===== src/rtl/pcb_pkg.sv =====
package pcb_pkg;
  localparam int unsigned REG_W = 32;

  // word index of each register (byte address >> 2)
  localparam logic [2:0] IDX_CMD    = 3'd0;
  localparam logic [2:0] IDX_STATUS = 3'd1;
  localparam logic [2:0] IDX_WR_GO  = 3'd2;
  localparam logic [2:0] IDX_RDATA  = 3'd3;
  localparam logic [2:0] IDX_RD_GO  = 3'd4;

  localparam int unsigned BIT_CMD_VALID = 28;
  localparam int unsigned BIT_CMD_DATA  = 24;
  localparam int unsigned BIT_RD_ARM    = 24;
  localparam int unsigned BIT_GO        = 0;
  localparam int unsigned BIT_GO_SUB    = 1;
  localparam int unsigned BIT_BUSY      = 1;

  localparam int unsigned NUM_PANEL = 2;

  typedef enum logic [1:0] {
    PH_IDLE  = 2'd0,
    PH_SETUP = 2'd1,
    PH_ACT   = 2'd2,
    PH_HOLD  = 2'd3
  } phase_e;

  typedef struct packed {
    logic is_read;
    logic rs;
    logic sub;
  } xfer_ctl_t;
endpackage


===== src/rtl/pcb_regs.sv =====
module pcb_regs
  import pcb_pkg::*;
#(
  parameter int unsigned ADDR_W  = 5,
  parameter int unsigned PANEL_W = 16
) (
  input  logic               clk_i,
  input  logic               rst_ni,
  input  logic               reg_we_i,
  input  logic [ADDR_W-1:0]  reg_addr_i,
  input  logic [REG_W-1:0]   reg_wdata_i,
  output logic [REG_W-1:0]   reg_rdata_o,
  input  logic               busy_i,
  input  logic               cap_en_i,
  input  logic [PANEL_W-1:0] cap_data_i,
  output logic               launch_o,
  output xfer_ctl_t          launch_ctl_o,
  output logic [PANEL_W-1:0] launch_data_o
);
  localparam int unsigned IDX_W = ADDR_W - 2;

  logic [REG_W-1:0]   cmd_q;
  logic               arm_q;
  logic [PANEL_W-1:0] cap_q;

  logic [IDX_W-1:0] idx;
  logic             aligned;
  logic             hit_cmd, hit_wgo, hit_rdata, hit_rgo, hit_status;
  logic             wr_ok, rd_ok;

  assign idx     = reg_addr_i[ADDR_W-1:2];
  assign aligned = (reg_addr_i[1:0] == 2'b00);

  assign hit_cmd    = aligned && (idx == IDX_W'(IDX_CMD));
  assign hit_status = aligned && (idx == IDX_W'(IDX_STATUS));
  assign hit_wgo    = aligned && (idx == IDX_W'(IDX_WR_GO));
  assign hit_rdata  = aligned && (idx == IDX_W'(IDX_RDATA));
  assign hit_rgo    = aligned && (idx == IDX_W'(IDX_RD_GO));

  assign wr_ok = reg_we_i && hit_wgo && reg_wdata_i[BIT_GO] && cmd_q[BIT_CMD_VALID];
  assign rd_ok = reg_we_i && hit_rgo && reg_wdata_i[BIT_GO] && arm_q;

  assign launch_o              = (wr_ok || rd_ok) && !busy_i;
  assign launch_ctl_o.is_read  = rd_ok;
  assign launch_ctl_o.rs       = rd_ok ? 1'b1 : cmd_q[BIT_CMD_DATA];
  assign launch_ctl_o.sub      = reg_wdata_i[BIT_GO_SUB];
  assign launch_data_o         = cmd_q[PANEL_W-1:0];

  always_ff @(posedge clk_i or negedge rst_ni) begin
    if (!rst_ni) begin
      cmd_q <= '0;
      arm_q <= 1'b0;
      cap_q <= '0;
    end else begin
      if (reg_we_i && hit_cmd) cmd_q <= reg_wdata_i;
      if (reg_we_i && hit_rdata) arm_q <= reg_wdata_i[BIT_RD_ARM];
      else if (rd_ok && !busy_i) arm_q <= 1'b0;
      if (cap_en_i) cap_q <= cap_data_i;
    end
  end

  always_comb begin
    reg_rdata_o = '0;
    if (hit_cmd)    reg_rdata_o = cmd_q;
    if (hit_status) reg_rdata_o[BIT_BUSY] = busy_i;
    if (hit_rdata)  reg_rdata_o[PANEL_W-1:0] = cap_q;
  end
endmodule


===== src/rtl/pcb_seq.sv =====
module pcb_seq
  import pcb_pkg::*;
#(
  parameter int unsigned PANEL_W    = 16,
  parameter int unsigned SETUP_CYC  = 2,
  parameter int unsigned ACTIVE_CYC = 2,
  parameter int unsigned HOLD_CYC   = 2
) (
  input  logic               clk_i,
  input  logic               rst_ni,
  input  logic               launch_i,
  input  xfer_ctl_t          launch_ctl_i,
  input  logic [PANEL_W-1:0] launch_data_i,
  output phase_e             phase_o,
  output xfer_ctl_t          ctl_o,
  output logic [PANEL_W-1:0] data_o,
  output logic               busy_o,
  output logic               cap_en_o
);
  localparam int unsigned MAX_A = (SETUP_CYC > ACTIVE_CYC) ? SETUP_CYC : ACTIVE_CYC;
  localparam int unsigned MAX_C = (MAX_A > HOLD_CYC) ? MAX_A : HOLD_CYC;
  localparam int unsigned CNT_W = (MAX_C > 1) ? $clog2(MAX_C) : 1;
  localparam logic [CNT_W-1:0] LAST_S = CNT_W'(SETUP_CYC - 1);
  localparam logic [CNT_W-1:0] LAST_A = CNT_W'(ACTIVE_CYC - 1);
  localparam logic [CNT_W-1:0] LAST_H = CNT_W'(HOLD_CYC - 1);

  phase_e             ph_q;
  logic [CNT_W-1:0]   cnt_q;
  xfer_ctl_t          ctl_q;
  logic [PANEL_W-1:0] data_q;

  always_ff @(posedge clk_i or negedge rst_ni) begin
    if (!rst_ni) begin
      ph_q   <= PH_IDLE;
      cnt_q  <= '0;
      ctl_q  <= '0;
      data_q <= '0;
    end else begin
      unique case (ph_q)
        PH_IDLE: begin
          if (launch_i) begin
            ph_q   <= PH_SETUP;
            cnt_q  <= '0;
            ctl_q  <= launch_ctl_i;
            data_q <= launch_data_i;
          end
        end
        PH_SETUP: begin
          if (cnt_q == LAST_S) begin
            ph_q  <= PH_ACT;
            cnt_q <= '0;
          end else cnt_q <= cnt_q + 1'b1;
        end
        PH_ACT: begin
          if (cnt_q == LAST_A) begin
            ph_q  <= PH_HOLD;
            cnt_q <= '0;
          end else cnt_q <= cnt_q + 1'b1;
        end
        PH_HOLD: begin
          if (cnt_q == LAST_H) begin
            ph_q  <= PH_IDLE;
            cnt_q <= '0;
          end else cnt_q <= cnt_q + 1'b1;
        end
        default: ph_q <= PH_IDLE;
      endcase
    end
  end

  assign phase_o  = ph_q;
  assign ctl_o    = ctl_q;
  assign data_o   = data_q;
  assign busy_o   = (ph_q != PH_IDLE);
  assign cap_en_o = (ph_q == PH_ACT) && (cnt_q == LAST_A) && ctl_q.is_read;
endmodule


===== src/rtl/pcb_pins.sv =====
module pcb_pins
  import pcb_pkg::*;
#(
  parameter int unsigned PANEL_W = 16
) (
  input  phase_e             phase_i,
  input  xfer_ctl_t          ctl_i,
  input  logic [PANEL_W-1:0] data_i,
  output logic [NUM_PANEL-1:0] cs_no,
  output logic               wr_no,
  output logic               rd_no,
  output logic               rs_o,
  output logic [PANEL_W-1:0] d_o,
  output logic               d_oe_o
);
  logic active, busy;

  assign busy   = (phase_i != PH_IDLE);
  assign active = (phase_i == PH_ACT);

  for (genvar p = 0; p < NUM_PANEL; p++) begin : g_cs
    assign cs_no[p] = !(busy && (ctl_i.sub == p[0]));
  end

  assign wr_no  = !(active && !ctl_i.is_read);
  assign rd_no  = !(active && ctl_i.is_read);
  assign rs_o   = busy ? ctl_i.rs : 1'b0;
  assign d_oe_o = busy && !ctl_i.is_read;
  assign d_o    = d_oe_o ? data_i : '0;
endmodule


===== src/rtl/pcb_engine.sv =====
module pcb_engine
  import pcb_pkg::*;
#(
  parameter int unsigned ADDR_W     = 5,
  parameter int unsigned PANEL_W    = 16,
  parameter int unsigned SETUP_CYC  = 2,
  parameter int unsigned ACTIVE_CYC = 2,
  parameter int unsigned HOLD_CYC   = 2
) (
  input  logic               clk_i,
  input  logic               rst_ni,
  input  logic               reg_we_i,
  input  logic [ADDR_W-1:0]  reg_addr_i,
  input  logic [31:0]        reg_wdata_i,
  output logic [31:0]        reg_rdata_o,
  output logic [1:0]         panel_cs_no,
  output logic               panel_wr_no,
  output logic               panel_rd_no,
  output logic               panel_rs_o,
  output logic [PANEL_W-1:0] panel_d_o,
  output logic               panel_d_oe_o,
  input  logic [PANEL_W-1:0] panel_d_i
);
  logic               busy;
  logic               cap_en;
  logic               launch;
  xfer_ctl_t          launch_ctl;
  logic [PANEL_W-1:0] launch_data;
  phase_e             phase;
  xfer_ctl_t          ctl;
  logic [PANEL_W-1:0] data;

  pcb_regs #(.ADDR_W(ADDR_W), .PANEL_W(PANEL_W)) regs_i (
    .clk_i         (clk_i),
    .rst_ni        (rst_ni),
    .reg_we_i      (reg_we_i),
    .reg_addr_i    (reg_addr_i),
    .reg_wdata_i   (reg_wdata_i),
    .reg_rdata_o   (reg_rdata_o),
    .busy_i        (busy),
    .cap_en_i      (cap_en),
    .cap_data_i    (panel_d_i),
    .launch_o      (launch),
    .launch_ctl_o  (launch_ctl),
    .launch_data_o (launch_data)
  );

  pcb_seq #(
    .PANEL_W(PANEL_W), .SETUP_CYC(SETUP_CYC),
    .ACTIVE_CYC(ACTIVE_CYC), .HOLD_CYC(HOLD_CYC)
  ) seq_i (
    .clk_i         (clk_i),
    .rst_ni        (rst_ni),
    .launch_i      (launch),
    .launch_ctl_i  (launch_ctl),
    .launch_data_i (launch_data),
    .phase_o       (phase),
    .ctl_o         (ctl),
    .data_o        (data),
    .busy_o        (busy),
    .cap_en_o      (cap_en)
  );

  pcb_pins #(.PANEL_W(PANEL_W)) pins_i (
    .phase_i (phase),
    .ctl_i   (ctl),
    .data_i  (data),
    .cs_no   (panel_cs_no),
    .wr_no   (panel_wr_no),
    .rd_no   (panel_rd_no),
    .rs_o    (panel_rs_o),
    .d_o     (panel_d_o),
    .d_oe_o  (panel_d_oe_o)
  );
endmodule


===== config.mk =====
export PLATFORM = sky130hd
export DESIGN_NAME = pcb_engine
export DESIGN_NICKNAME = d
export VERILOG_FILES = /design/src/rtl/pcb_pkg.sv /design/src/rtl/pcb_regs.sv /design/src/rtl/pcb_seq.sv /design/src/rtl/pcb_pins.sv /design/src/rtl/pcb_engine.sv
export SDC_FILE = /design/constraint.sdc
export NUM_CORES = 1
export LEC_CHECK = 0
export ABC_AREA = 1
export BUFFER_PORTS_ARGS = -buffer_cell sky130_fd_sc_hd__clkbuf_2
export CORE_ASPECT_RATIO = 2
export CORE_MARGIN = 2
export CORE_UTILIZATION = 45
export CTS_BUF_LIST = sky130_fd_sc_hd__clkbuf_4
export CTS_CLUSTER_DIAMETER = 80
export DETAILED_ROUTE_END_ITERATION = 10
export PLACE_DENSITY = 0.8
export SYNTH_ARGS = -nofsm -noshare
export SYNTH_HDL_FRONTEND = slang
export SYNTH_SLANG_ARGS = --single-unit

===== constraint.sdc =====
create_clock -name clk_i -period 2.01 [get_ports clk_i]
set_clock_uncertainty 0.2 [all_clocks]
set_input_delay 0.201 -clock clk_i [delete_from_list [all_inputs] [get_ports clk_i]]
set_output_delay 0.201 -clock clk_i [all_outputs]
set_load 0.01 [all_outputs]

=== Yosys cells after proc, flatten, opt, wreduce, memory -nomap -nowiden ===
Index checks and enable logic that the tools add are counted.

* Flip-flop bits (word level): 71
* Output and inout port bits: 54
* Logic and storage cells: 75

* Add/sub/neg operators: 1
* Equal/unequal tests: 11
* Mux-type cells: 16
* Bitwise logic cells: 1
* Reductions and logical operators: 37

{| class="wikitable"
|+ Operators by type and width
! cell !! number
|-
| two-way mux 16 bit || 2
|-
| two-way mux 32 bit || 1
|-
| logical AND 1 bit || 22
|-
| two-way mux 2 bit || 4
|-
| case mux 2 bit (4 select lines) || 1
|-
| two-way mux 1 bit || 7
|-
| equality test 3 x 2 -> 1 bit (second input constant) || 2
|-
| zero test 1 bit || 6
|-
| equality test 2 bit (second input constant) || 2
|-
| zero test 2 bit || 2
|-
| != test 2 x 1 -> 1 bit (second input constant) || 2
|-
| != test 2 bit (second input constant) || 2
|-
| AND reduction 4 bit || 1
|-
| nonzero test 2 bit || 2
|-
| equality test 3 x 1 -> 1 bit (second input constant) || 1
|-
| equality test 3 bit (second input constant) || 1
|-
| zero test 3 bit || 1
|-
| OR reduction 3 bit || 1
|-
| equality test 2 x 1 -> 1 bit (second input constant) || 1
|-
| case mux 1 bit (2 select lines) || 1
|-
| AND reduction 2 bit || 1
|-
| adder 1 bit (second input constant) || 1
|-
| logical OR 1 bit || 1
|-
| NOT 1 bit || 1
|}

=== Longest topological paths before layout ===
* Word-level depth: 9
* Mapped depth: 9
* Gate-level depth less buffers: 9

=== Hierarchy ===
Synthesis repeated with hierarchy kept, for this count alone.

* Cells, all modules: 481
* Area, all modules: 3,718.6 sq um

{| class="wikitable"
|+ By module, submodules not included
! module !! times used !! cells an instance !! area an instance (sq um)
|-
| pcb_regs || 1 || 324 || 2,468.6
|-
| pcb_seq || 1 || 113 || 984.7
|-
| pcb_pins || 1 || 44 || 265.3
|}

=== Worst setup path before layout ===
OpenSTA, ideal clock, no wires.

* Kind: register to output
* From: register seq_i.ph_q[0] (netlist: seq_i.phase_o[0])
* To: output port panel_d_o[0]
* Data arrival time: 1.447 ns
* Data required time: 1.609 ns
* Path slack: 0.162 ns
* Cell stages (with the launch flop): 7
* Path through: dfrtp_1 -> inv_1 -> ha_1 -> nor2_1 -> inv_1 -> clkbuf_1 -> nor2_1

* Longest elaborated chain between the ends: 3

{| class="wikitable"
|+ Ends and longest elaborated chain
! what !! line !! RTL
|-
| start, declared || pcb_seq.sv:27 || <nowiki>phase_e ph_q;</nowiki>
|-
| start signal, assigned || pcb_seq.sv:34 || <nowiki>ph_q <= PH_IDLE;</nowiki>
|-
| start signal, assigned || pcb_seq.sv:42 || <nowiki>ph_q <= PH_SETUP;</nowiki>
|-
| start signal, assigned || pcb_seq.sv:50 || <nowiki>ph_q <= PH_ACT;</nowiki>
|-
| nonzero test 2 bit || pcb_pins.sv:18 || <nowiki>assign busy = (phase_i != PH_IDLE);</nowiki>
|-
| logical AND 1 bit || pcb_pins.sv:28 || <nowiki>assign d_oe_o = busy && !ctl_i.is_read;</nowiki>
|-
| net panel_d_oe_o || pcb_engine.sv:21 || <nowiki>output logic panel_d_oe_o,</nowiki>
|-
| two-way mux 16 bit || pcb_pins.sv:29 || <nowiki>assign d_o = d_oe_o ? data_i : '0;</nowiki>
|-
| end, declared || pcb_engine.sv:20 || <nowiki>output logic [PANEL_W-1:0] panel_d_o,</nowiki>
|}

The timed path passes the listed nets, and every way through them passes these cells.

=== Worst setup path after layout ===
* From: register seq_i.ph_q[0] (netlist: seq_i.phase_o[0])
* To: output port panel_d_o[7]

* Longest elaborated chain between the ends: 3

{| class="wikitable"
|+ Ends and longest elaborated chain
! what !! line
|-
| nonzero test 2 bit || pcb_pins.sv:18
|-
| logical AND 1 bit || pcb_pins.sv:28
|-
| two-way mux 16 bit || pcb_pins.sv:29
|}

Every way passes these cells.

==> results_dict.tcl <==
set metrics [dict create \
    grt_pass1_wl_um 15400 \
    clock_latency_ns 0.42 \
    dieWidth_um 65.5 \
    arrival_ns 1.70 \
    worst_pin_slew_ns 0.410 \
    ant_nets 0 \
    cap_violations 0 \
    synth_nets 473 \
    numPortBuffers 109 \
    synth-seq-cells 71 \
    dp_hpwl_um 6220 \
    fin_area_um2 4840 \
    cts_tree "done" \
    violations "setup timing" \
    yosysSeqAreaShare_pct 52.3 \
    rsz0062_at_grt "yes" \
    num_vias 3346 \
    grt_usage_pct 24.5 \
    ys_warn_count 0 \
    root_buffer "clkbuf_4" \
    end_kind "primary output" \
    antenna_found_initial 1 \
    syn_area_um2 3400 \
    cts.sink_count 71 \
    critPathMaxFanout 8 \
    gp_congestion 0.846 \
    vdd_drop_max_uv 496 \
    criticalPathCategory "reg -> out" \
    p_per_area_nw_per_um2 897 \
    setup_viol 18 \
    required_ns 1.61 \
    syn_inst 413 \
    ioPinCount 110 \
    grt_max_degree 42 \
    clock.fmax_ghz 0.476 \
    layout-drive-gt1-share_pct 30.5 \
    fillers 583 \
    ff2ff_setup_slack_ns 0.06 \
    outcome "finished, violations left" \
    leakagePower_uw 0.00264 \
    dpl_cell_area_um2 4020 \
    relSlewSlack_pct 72.4 \
    netlist-cell-type-count 23 \
    path_clk_slew_ns 0.11 \
    fin_ws_ns -0.0920 \
    rows 44 \
    die_area_um2 8310 \
    nets 646 \
    viasPerCell 4.89 \
    die_h_um 127 \
    timing.final.crit_share_pct 105 \
    final_hold_viol_count 0 \
    fin_util_pct 66.6 \
    final_cell_mix "nand2_1 (150), clkbuf_2 (97), dfrtp_1 (71)" \
    core-area_um2 7270 \
    drv_slew 0 \
    timing.rr.end "regs_i.cap_q[8]" \
    first_pass_iters 5 \
    drc 0 \
    crit_path_start_kind "register" \
    drt_iter0_drc 208 \
    overflow 0 \
    final_common_cell "nand2_1" \
    numCtsBuffers 9 \
    finalPower_uw 4340 \
    period_needed_ns 2.10 \
    htreeDepth 3 \
    wire_per_inst_um 14.2 \
    reg2reg_from "seq_i.phase_o[0]" \
    synthToLayoutAreaGrowth_pct 42.4 \
    grt_pass1_vias 3332 \
    initial_core_util_pct 46.8 \
    hold_class "in -> async" \
    reg2regPathDepth 6 \
    drt_wl_total_um 9740 \
    avgSynthCellArea_um2 8.23 \
    cts_buffer_depth 2 \
]
where the power goes:
group / leakage, uW / internal (uW) / total (uW) / switching (uW)
combinational: 0.00172 / 680 / 1540 / 864
sequential: 0.000832 / 1640 / 1780 / 139
clock: 0.0000859 / 523 / 1020 / 493
total: 0.00264 / 2840 / 4340 / 1500
logic make-up (layout without fill, tap and decap cells):
| logic type | count (synthesis) | in the layout | synth area share [%] |
|---|---|---|---|
| flops | 71 | 71 | 52.3 |
| other cells | 0 | 1 | 0 |
| buf+inv | 67 | 245 | 9.09 |
| compound gates | 23 | 23 | 3.79 |
| fa+ha+maj | 4 | 4 | 1.47 |
| mux | 16 | 16 | 5.30 |
| simple gates | 232 | 232 | 28.1 |
final cells by class:
class	count	area [um2]	share of cell area, %
Inverter	48	194	4.01
Clock buffer	11	82.6	1.71
Antenna cell	1	2.50	0.0517
Timing Repair inverter	1	7.51	0.155
Tap cell	92	115	2.38
Timing Repair Buffer	180	1230	25.5
Clock inverter	5	72.6	1.50
Multi-Input combinational cell	275	1360	28.0
Sequential cell	71	1780	36.7
worst max-delay path, cell delays in order (launching register included):
cell,delay [ns]
dfrtp_1,0.39
inv_2,0.07
ha_4,0.17
nor2_4,0.16
clkinvlp_4,0.22
nor2_2,0.14
buf_2,0.13
registers in the layout (all words and copies together), names as in the netlist:
signal         count
regs_i.arm_q       1
regs_i.cap_q      16
regs_i.cmd_q      32
seq_i.cnt_q        1
seq_i.ctl_o        3
seq_i.data_o      16
seq_i.phase_o      2
repair_timing:
| item | CTS | global route |
|---|---|---|
| hold endpoints to repair | 122 | 0 |
| pin swaps | 7 | 5 |
| cloned | 1 | 0 |
| setup buffers | 3 | 6 |
| setup endpoints to repair | 20 | 19 |
| hold buffers | 52 | 0 |
| resized for setup | 11 | 20 |
how the worst max path moves through the flow:
stage	startpoint	end	slack (ns)
6_report	seq_i.phase_o[0]	panel_d_o[7]	-0.09
5_1_grt	seq_i.phase_o[0]	panel_d_o[9]	-0.20
4_1_cts	seq_i.phase_o[0]	panel_d_o[4]	-0.11
3_5_place_dp	reg_addr_i[3]	reg_rdata_o[23]	0.13
3_3_place_gp	reg_addr_i[3]	reg_rdata_o[23]	0.14
2_1_floorplan	seq_i.phase_o[0]	panel_d_o[0]	0.16
metal layers:
metal / up-vias / global-route usage (%) / wire (um)
met4: 0 / 11.6 / 320
met2: 132 / 43.5 / 5420
li1: 1618 / - / -
met3: 23 / 4.61 / 455
met5: - / 0 / 0
met1: 1573 / 27.5 / 3540
synthesized netlist by cell type (all sizes together):
cell type / count / share of area, %
buf: 15 / 3.3
mux2: 16 / 5.3
o21ai: 21 / 3.4
nand4: 1 / 0.18
clkbuf: 4 / 0.44
or2: 1 / 0.18
nor2: 40 / 4.5
nand2: 150 / 17
nand3: 38 / 5.9
nor3: 2 / 0.77
dfrtp: 71 / 52
o31ai: 1 / 0.22
inv: 48 / 5.4
a21oi: 1 / 0.15
ha: 4 / 1.5
per-stage QoR:
stage	cells	TNS (ns)	setup slack, ns	hold slack, ns
after floorplan	413	0	0.162	-0.295
after global placement	605	0	0.140	-0.0436
after detailed placement	605	0	0.127	-0.0409
after CTS	677	-0.909	-0.106	0.0330
after global routing	684	-2.57	-0.204	0.0582
final	684	-1.08	-0.0920	0.0511
Power figures use the tool's default switching activity.
